`src/rtl/sstx_pkg.sv`:
```
package sstx_pkg;
  localparam int WORD_W = 32;
  localparam int SLOT_W = $clog2(WORD_W);

  typedef struct packed {
    logic              tick;    // launch edge this cycle
    logic              load;    // word boundary: take next word
    logic              active;  // next slot carries frame data
    logic [SLOT_W-1:0] slot;    // index of next slot within the word
  } txStrobe_t;

  function automatic logic [SLOT_W-1:0] wordLen(input logic [2:0] sel);
    case (sel)
      3'd0: wordLen = SLOT_W'(8);
      3'd1: wordLen = SLOT_W'(10);
      3'd2: wordLen = SLOT_W'(12);
      3'd3: wordLen = SLOT_W'(16);
      3'd4: wordLen = SLOT_W'(18);
      3'd5: wordLen = SLOT_W'(20);
      3'd6: wordLen = SLOT_W'(22);
      default: wordLen = SLOT_W'(24);
    endcase
  endfunction
endpackage

```
`src/rtl/sstx_ctrl.sv`:
```
module sstx_ctrl
  import sstx_pkg::*;
(
  input  logic      clk,
  input  logic      rstN,
  input  logic      txEnable,
  input  logic [2:0] wlSel,
  input  logic      launchFalling,
  input  logic      fsInvert,
  input  logic      fsBitLong,
  input  logic      fsEarly,
  input  logic      clkInternal,
  input  logic      fsInternal,
  input  logic      bitClkIn,
  input  logic      fsIn,
  output txStrobe_t strb,
  output logic      bitClkOut,
  output logic      fsOut
);
  logic [SLOT_W-1:0] wl, lastSlot, slotQ, slotN;
  logic bclkQ, extPrevQ, actPrevQ, pendQ, activeQ, fsQ;
  logic tick, fsAct, actRise, startNow, activeN, fsLvl;

  assign wl       = wordLen(wlSel);
  assign lastSlot = wl - SLOT_W'(1);

  // launch edge: internal clock runs at clk/2, external is edge-detected
  assign tick = txEnable & (clkInternal ? (bclkQ == launchFalling)
                                        : ((bitClkIn != extPrevQ) && (bitClkIn == !launchFalling)));

  assign fsAct   = fsIn ^ fsInvert;
  assign actRise = fsAct & !actPrevQ;

  always_comb begin
    if (fsInternal)  startNow = (slotQ == lastSlot);
    else if (fsEarly) startNow = pendQ;
    else             startNow = actRise;
    slotN   = startNow ? '0 : ((slotQ == lastSlot) ? lastSlot : slotQ + SLOT_W'(1));
    activeN = startNow | (activeQ & (slotQ != lastSlot));
    if (!fsInternal)  fsLvl = 1'b0;
    else if (fsEarly) fsLvl = fsBitLong ? (slotN == lastSlot) : ((slotN == lastSlot) | activeN);
    else              fsLvl = fsBitLong ? startNow : activeN;
  end

  always_ff @(posedge clk) begin
    if (!rstN) begin
      bclkQ    <= 1'b0;
      extPrevQ <= 1'b0;
      actPrevQ <= 1'b0;
      pendQ    <= 1'b0;
      activeQ  <= 1'b0;
      fsQ      <= 1'b0;
      slotQ    <= '0;
    end else begin
      extPrevQ <= bitClkIn;
      if (!txEnable) begin
        bclkQ    <= 1'b0;
        actPrevQ <= 1'b0;
        pendQ    <= 1'b0;
        activeQ  <= 1'b0;
        fsQ      <= 1'b0;
        slotQ    <= fsInternal ? (wl - SLOT_W'(2)) : lastSlot;
      end else begin
        if (clkInternal) bclkQ <= ~bclkQ;
        if (tick) begin
          slotQ    <= slotN;
          activeQ  <= activeN;
          actPrevQ <= fsAct;
          pendQ    <= !fsInternal & fsEarly & actRise;
          fsQ      <= fsLvl;
        end
      end
    end
  end

  assign bitClkOut   = bclkQ;
  assign fsOut       = fsQ ^ fsInvert;
  assign strb.tick   = tick;
  assign strb.load   = tick & startNow;
  assign strb.active = activeN;
  assign strb.slot   = slotN;

  // an internal launch tick lands the bit clock on the chosen edge level
  p_launch_edge_r4: assert property (@(posedge clk) disable iff (!rstN)
    (tick && clkInternal) |=> (bitClkOut == !launchFalling));

  // the slot counter never leaves the word
  p_slot_in_word_r1: assert property (@(posedge clk) disable iff (!rstN)
    txEnable |-> (slotQ <= lastSlot));

  // an early external sync always delays the start by one tick
  p_early_start_r7: assert property (@(posedge clk) disable iff (!rstN)
    (tick && !fsInternal && fsEarly && actRise) |=> pendQ);
endmodule

```
`src/rtl/sstx_dp.sv`:
```
module sstx_dp
  import sstx_pkg::*;
#(
  parameter int DEPTH = 8
) (
  input  logic              clk,
  input  logic              rstN,
  input  logic              txEnable,
  input  txStrobe_t         strb,
  input  logic [2:0]        wlSel,
  input  logic              lsbFirst,
  input  logic              alignLsb,
  input  logic              fifoEnable,
  input  logic              wrValid,
  input  logic [WORD_W-1:0] wrData,
  input  logic              irqEnable,
  input  logic              underrunClr,
  output logic              txData,
  output logic              txDataEmpty,
  output logic              txUnderrun,
  output logic              txIrq
);
  localparam int PTR_W = (DEPTH > 1) ? $clog2(DEPTH) : 1;
  localparam int CNT_W = $clog2(DEPTH + 1);
  localparam logic [SLOT_W-1:0] HI_TOP = SLOT_W'(WORD_W - 1);
  localparam logic [SLOT_W-1:0] LO_TOP = SLOT_W'(WORD_W / 2 - 1);
  localparam logic [SLOT_W-1:0] WIDE_MIN = SLOT_W'(WORD_W / 2);

  logic [WORD_W-1:0] mem [DEPTH];
  logic [PTR_W-1:0]  rdPtr, wrPtr;
  logic [CNT_W-1:0]  count, cap;
  logic              push, pop;
  logic [WORD_W-1:0] wordQ, wordN, loadVal;
  logic [SLOT_W-1:0] wl, top, bot, idx;
  logic              dataQ, underrunQ;

  assign cap  = fifoEnable ? CNT_W'(DEPTH) : CNT_W'(1);
  assign push = wrValid && (count < cap);
  assign pop  = strb.load && (count != '0);

  always_ff @(posedge clk) begin
    if (!rstN) begin
      rdPtr <= '0;
      wrPtr <= '0;
      count <= '0;
    end else begin
      if (push) begin
        mem[wrPtr] <= wrData;
        wrPtr <= (wrPtr == PTR_W'(DEPTH - 1)) ? '0 : wrPtr + PTR_W'(1);
      end
      if (pop) rdPtr <= (rdPtr == PTR_W'(DEPTH - 1)) ? '0 : rdPtr + PTR_W'(1);
      count <= count + CNT_W'(push) - CNT_W'(pop);
    end
  end

  // field selection and bit order
  always_comb begin
    wl      = wordLen(wlSel);
    top     = alignLsb ? (wl - SLOT_W'(1)) : ((wl >= WIDE_MIN) ? HI_TOP : LO_TOP);
    bot     = top - wl + SLOT_W'(1);
    idx     = lsbFirst ? (bot + strb.slot) : (top - strb.slot);
    loadVal = (count != '0) ? mem[rdPtr] : '0;
    wordN   = strb.load ? loadVal : wordQ;
  end

  always_ff @(posedge clk) begin
    if (!rstN) begin
      wordQ     <= '0;
      dataQ     <= 1'b0;
      underrunQ <= 1'b0;
    end else begin
      if (!txEnable) dataQ <= 1'b0;
      else if (strb.tick) begin
        wordQ <= wordN;
        dataQ <= strb.active ? wordN[idx] : 1'b0;
      end
      if (strb.load && count == '0) underrunQ <= 1'b1;
      else if (underrunClr)         underrunQ <= 1'b0;
    end
  end

  assign txData      = dataQ;
  assign txUnderrun  = underrunQ;
  assign txDataEmpty = count < cap;
  assign txIrq       = txDataEmpty & irqEnable;

  // occupancy never exceeds the queue depth
  p_fifo_bound_r8: assert property (@(posedge clk) disable iff (!rstN)
    count <= CNT_W'(DEPTH));

  // a write to a full queue leaves it unchanged when nothing leaves
  p_full_write_dropped_r8: assert property (@(posedge clk) disable iff (!rstN)
    (wrValid && count >= cap && !pop) |=> (count == $past(count)));

  // underrun holds until cleared
  p_underrun_sticky_r10: assert property (@(posedge clk) disable iff (!rstN)
    (txUnderrun && !underrunClr) |=> txUnderrun);

  // the room flag only drops after a write
  p_flag_falls_on_write_r9: assert property (@(posedge clk) disable iff (!rstN)
    $fell(txDataEmpty) |-> $past(wrValid));
endmodule

```
`src/rtl/sstx_top.sv`:
```
module sstx_top
  import sstx_pkg::*;
#(
  parameter int FIFO_DEPTH = 8
) (
  input  logic        clk,
  input  logic        rstN,
  input  logic        txEnable,
  input  logic [2:0]  wlSel,
  input  logic        lsbFirst,
  input  logic        alignLsb,
  input  logic        launchFalling,
  input  logic        fsInvert,
  input  logic        fsBitLong,
  input  logic        fsEarly,
  input  logic        fifoEnable,
  input  logic        clkInternal,
  input  logic        fsInternal,
  input  logic        bitClkIn,
  input  logic        fsIn,
  input  logic        wrValid,
  input  logic [31:0] wrData,
  input  logic        irqEnable,
  input  logic        underrunClr,
  output logic        bitClkOut,
  output logic        bitClkOutEn,
  output logic        fsOut,
  output logic        fsOutEn,
  output logic        txData,
  output logic        txDataEmpty,
  output logic        txUnderrun,
  output logic        txIrq
);
  txStrobe_t strb;

  sstx_ctrl u_ctrl (
    .clk(clk), .rstN(rstN), .txEnable(txEnable), .wlSel(wlSel),
    .launchFalling(launchFalling), .fsInvert(fsInvert), .fsBitLong(fsBitLong),
    .fsEarly(fsEarly), .clkInternal(clkInternal), .fsInternal(fsInternal),
    .bitClkIn(bitClkIn), .fsIn(fsIn), .strb(strb),
    .bitClkOut(bitClkOut), .fsOut(fsOut)
  );

  sstx_dp #(.DEPTH(FIFO_DEPTH)) u_dp (
    .clk(clk), .rstN(rstN), .txEnable(txEnable), .strb(strb), .wlSel(wlSel),
    .lsbFirst(lsbFirst), .alignLsb(alignLsb), .fifoEnable(fifoEnable),
    .wrValid(wrValid), .wrData(wrData), .irqEnable(irqEnable),
    .underrunClr(underrunClr), .txData(txData), .txDataEmpty(txDataEmpty),
    .txUnderrun(txUnderrun), .txIrq(txIrq)
  );

  assign bitClkOutEn = clkInternal;
  assign fsOutEn     = fsInternal;
endmodule

```
`config.mk`:
```
export PLATFORM = sky130hd
export DESIGN_NAME = sstx_top
export DESIGN_NICKNAME = d
export VERILOG_FILES = /design/src/rtl/sstx_pkg.sv /design/src/rtl/sstx_ctrl.sv /design/src/rtl/sstx_dp.sv /design/src/rtl/sstx_top.sv
export SDC_FILE = /design/constraint.sdc
export NUM_CORES = 1
export LEC_CHECK = 0
export BUFFER_PORTS_ARGS = -buffer_cell sky130_fd_sc_hd__buf_2
export CORE_MARGIN = 4
export CORE_UTILIZATION = 30
export CTS_CLUSTER_DIAMETER = 150
export DETAILED_ROUTE_END_ITERATION = 12
export PLACE_DENSITY = 0.44
export SLEW_MARGIN = 20
export SYNTH_ARGS = -nofsm -noshare
export SYNTH_HDL_FRONTEND = slang
export SYNTH_SLANG_ARGS = --single-unit
```
`constraint.sdc`:
```
create_clock -name clk -period 8.2 [get_ports clk]
set_input_delay 1.64 -clock clk [delete_from_list [all_inputs] [get_ports clk]]
set_output_delay 1.64 -clock clk [all_outputs]
set_load 0.05 [all_outputs]
```
==> run summary <==
Levels on crit path -> 22
xor and xnor area share after synthesis -> 1.76%
metal2 WL -> 14600 um
#FFs+latches synth -> 314
Seq/Total Area, Yosys -> 64.9%
Top Ports -> 60
leakage -> 5.27 nW
top_reg_cell synth -> edfxtp_1
core box area -> 0.0446 mm^2
Buf/Inv on CP -> 6
CTS tree -> built
Reg2Reg Launch Point -> u_ctrl.slotQ[2]$_SDFFE_PN0P_
number of diodes -> 0
max-slew violations -> 0
post-CTS sizing -> 0
Hold Crit Class -> flip-flop to flip-flop
Clock H-tree levels -> 2
Worst setup SP type -> primary input
Starting Density -> 30.6%
fin crit share -> 78.6%
Crit Reg-Reg Endpoint -> u_dp.txData$_SDFFE_PN0P_
Post-Synth Simple-Gate Area -> 9.08%
crit path launch -> wlSel[2]
Layout Nets -> 1091
CTS Root Cell -> clkbuf_16
Setup crit end -> u_dp.txData$_SDFFE_PN0P_
Int Power -> 2.92 mW
Post-CTS Setup Bufs -> 0
Switching Share -> 25.4%
Die Footprint -> 0.0489 mm^2
main combinational cell family by area after synthesis -> multiplexers
Antenna Nets Post-Route -> 0
routed length on met3 -> 1380 um
largest net degree at the start of global routing -> 59
Clock power frac -> 40.7%
sequential group share of total power -> 45.7%
Worst Hold Margin -> 0.462 ns
mux cell area share after synthesis -> 12.0%
WL/cell -> 19.8 um
overall power -> 3.92 mW
post-detail-place hpwl -> 19700 um
Mapped Area -> 0.0136 mm^2
vias in the first global route -> 8046
CP Cell Sequence -> buf_2 -> inv_1 -> mux2i_1 -> buf_4 -> inv_1 -> ha_1 -> xor2_2 -> nand4b_1 -> o22ai_1 -> and2_1 -> nand2_1 -> o32a_1 -> inv_1 -> fa_1 -> ha_1 -> xnor2_1 -> mux2i_2 -> buf_4 -> mux2i_1 -> mux2i_1 -> a2111o_1 -> nand3_1
DR top layer -> met5
remaining routing DRC violations -> 0
Syn-to-layout area delta -> 16.1%
non-filler cells, final -> 1633
commonest non-fill, non-tap cell in the layout -> edfxtp_1
Row Count -> 77
HP Start -> u_dp.wordQ[12]$_SDFFE_PN0P_
CP endpoint kind -> flip-flop
initial DRC count -> 465
CTS Buf Count -> 38
Syn Area/Cell -> 14.4 um^2
Worst path slowest cell -> o22ai_1
Max stage delay on crit path -> 0.50 ns
min cycle time layout -> 6.44 ns
most frequent cells in the layout -> edfxtp_1 (256), nand2_1 (86), nor2_1 (60)
Worst Path Required -> 8.69 ns
maximum VDD drop -> 0.122 mV
I/O Buffers -> 59
clock latency on the worst-skew pair -> 0.54 ns
P_sw -> 997 uW
Final setup viols -> 0
placed inst area -> 0.0146 mm^2
Final Hold Fails -> 0
outcome -> complete, no violations
first-pass GRT wire length -> 50000 um
Gate power share -> 13.6%
max cap viols -> 0
Synth Area in Compound Gates -> 7.49%
critical path arrival -> 6.93 ns
die width -> 221 um
drt first pass iters -> 6
initial antenna violation count -> 5
CP top delay family -> compound AO/OA/AOI/OAI gates
M1 WL -> 15500 um
Tightest Pin Transition -> 1.05 ns
Crit Path Category -> primary input to flip-flop
GRT Overall Usage -> 13.1%
maximum root-to-sink buffer count -> 3
final wirelength -> 32400 um
number of synthesized flops with an enable pin -> 256
post-synthesis cell count -> 946
Syn Nets -> 1021
synthesis warning total -> 0
FF-to-FF path depth -> 16
Slew headroom -> 30.3%
drt via density -> 4.85
Adder-Cell Fraction of Synth Area -> 2.28%
post-route cell area -> 0.0158 mm^2
TritonCTS Sinks -> 314
GP Congestion -> 0.771
RSZ-0062 raised after global routing -> no
Synth cell types -> 71
DIE HEIGHT -> 221 um
grt ovf -> 0
Fin Setup TNS -> 0 ns
critical-path maximum fanout -> 9
# hold bufs at CTS -> 0
clk slew on worst S/H paths -> 0.06 ns
Fin Clk Skew -> 0.0182 ns
Max Clk Rate -> 0.155 GHz
via count -> 7919
DP Cell Count -> 1568
R2R Setup Slk -> 3.49 ns
asr flop ratio synth -> 0%
share of cells above drive strength 1 -> 19.3%
pwr/cell area -> 248 mW/mm^2
==> worst reg2reg max path, stage by stage (launching register included) <==
cell and delay (ns):
dfxtp_1 0.48, xor2_2 0.26, nand4b_1 0.13, o22ai_1 0.50
and2_1 0.31, nand2_1 0.14, o32a_1 0.29, inv_1 0.09
fa_1 0.40, ha_1 0.36, xnor2_1 0.17, mux2i_2 0.45
buf_4 0.28, mux2i_1 0.22, mux2i_1 0.10, a2111o_1 0.40
nand3_1 0.08
==> layer usage <==
| metal | vias to the layer above | track usage (%) |
|---|---|---|
| met5 | - | 0 |
| met4 | 6 | 4.21 |
| met3 | 61 | 2.66 |
| met2 | 160 | 20.3 |
| met1 | 3921 | 18.5 |
| li1 | 3771 | - |
==> state kept, by name, summed over array words and instances, names as in the netlist, 3 cells and up, named ones only <==
name / cells
u_dp.mem: 256
u_dp.wordQ: 32
u_ctrl.slotQ: 5
u_dp.count: 4
u_dp.rdPtr: 3
u_dp.wrPtr: 3
==> cell type report <==
class | count | area [um^2]
flip-flops and latches | 314 | 8850
clock buffers | 50 | 1060
fillers | 4286 | 28800
well taps | 592 | 741
multi-input cells | 556 | 4500
inverters | 26 | 97.6
repair buffers | 80 | 453
clock inverters | 15 | 116
==> power by group through the flow <==
stage / sequential [mW] / combinational, mW / clock (mW)
2_1_floorplan: 1.82 / 0.362 / 0
3_3_place_gp: 1.82 / 0.536 / 0
3_5_place_dp: 1.82 / 0.536 / 0
4_1_cts: 1.79 / 0.540 / 1.64
5_1_grt: 1.79 / 0.590 / 1.72
6_report: 1.79 / 0.533 / 1.59
==> synth_stat cells, drive strengths merged, types with 4 or more instances <==
| master | n | area [um^2] |
|---|---|---|
| nor2b | 4 | 25.0 |
| a21o | 4 | 30.0 |
| xnor2 | 15 | 139 |
| o21a | 10 | 75.1 |
| inv | 26 | 97.6 |
| a31oi | 5 | 46.3 |
| or3 | 6 | 37.5 |
| edfxtp | 256 | 7690 |
| nand3b | 5 | 37.5 |
| mux4 | 46 | 1040 |
| and3 | 4 | 25.0 |
| o2111ai | 4 | 35.0 |
| a221oi | 7 | 61.3 |
| o31ai | 10 | 88.8 |
| nor2 | 66 | 248 |
| o21ai | 7 | 35.0 |
| ha | 20 | 250 |
| nand2b | 9 | 56.3 |
| mux2i | 56 | 561 |
| nand2 | 87 | 329 |
| and2 | 22 | 140 |
| nand4 | 5 | 31.3 |
| xor2 | 8 | 77.6 |
| nand3 | 28 | 140 |
| buf | 28 | 164 |
| a21oi | 44 | 224 |
| clkbuf | 22 | 82.6 |
| o211ai | 4 | 30.0 |
| a22oi | 18 | 135 |
| dfxtp | 58 | 1160 |
| nor3 | 21 | 116 |
| o311ai | 4 | 35.0 |
==> stage by stage <==
step	setup slack, ns	utilization, %
2_1_floorplan	1.57	-
3_3_place_gp	1.37	32.8
3_5_place_dp	1.24	32.8
4_1_cts	1.79	35.5
5_1_grt	1.28	35.5
6_report	1.76	35.5
==> cell families (layout without fill, tap and decap cells) <==
| logic type | count (synthesis) | in the layout |
|---|---|---|
| DFF | 314 | 314 |
| and+or+nand+nor | 263 | 263 |
| AOI/OAI and AO/OA | 141 | 141 |
| muxes | 105 | 105 |
| buffers and inverters | 76 | 171 |
| xor gates and xnor gates | 24 | 24 |
| adders and majority gates | 23 | 23 |
==> worst min-delay path by stage <==
stage | slack (ns) | to | cells past startpoint
finish | 0.46 | u_dp.wordQ[12]$_SDFFE_PN0P_ | 2
detailed placement | 0.46 | u_dp.wordQ[12]$_SDFFE_PN0P_ | 2
floorplan | 0.43 | u_dp.wordQ[10]$_SDFFE_PN0P_ | 2
CTS | 0.46 | u_dp.wordQ[12]$_SDFFE_PN0P_ | 2
global placement | 0.46 | u_dp.wordQ[8]$_SDFFE_PN0P_ | 2
global route | 0.48 | u_dp.wordQ[12]$_SDFFE_PN0P_ | 2
No activity file was read; power rests on OpenSTA's default activity.
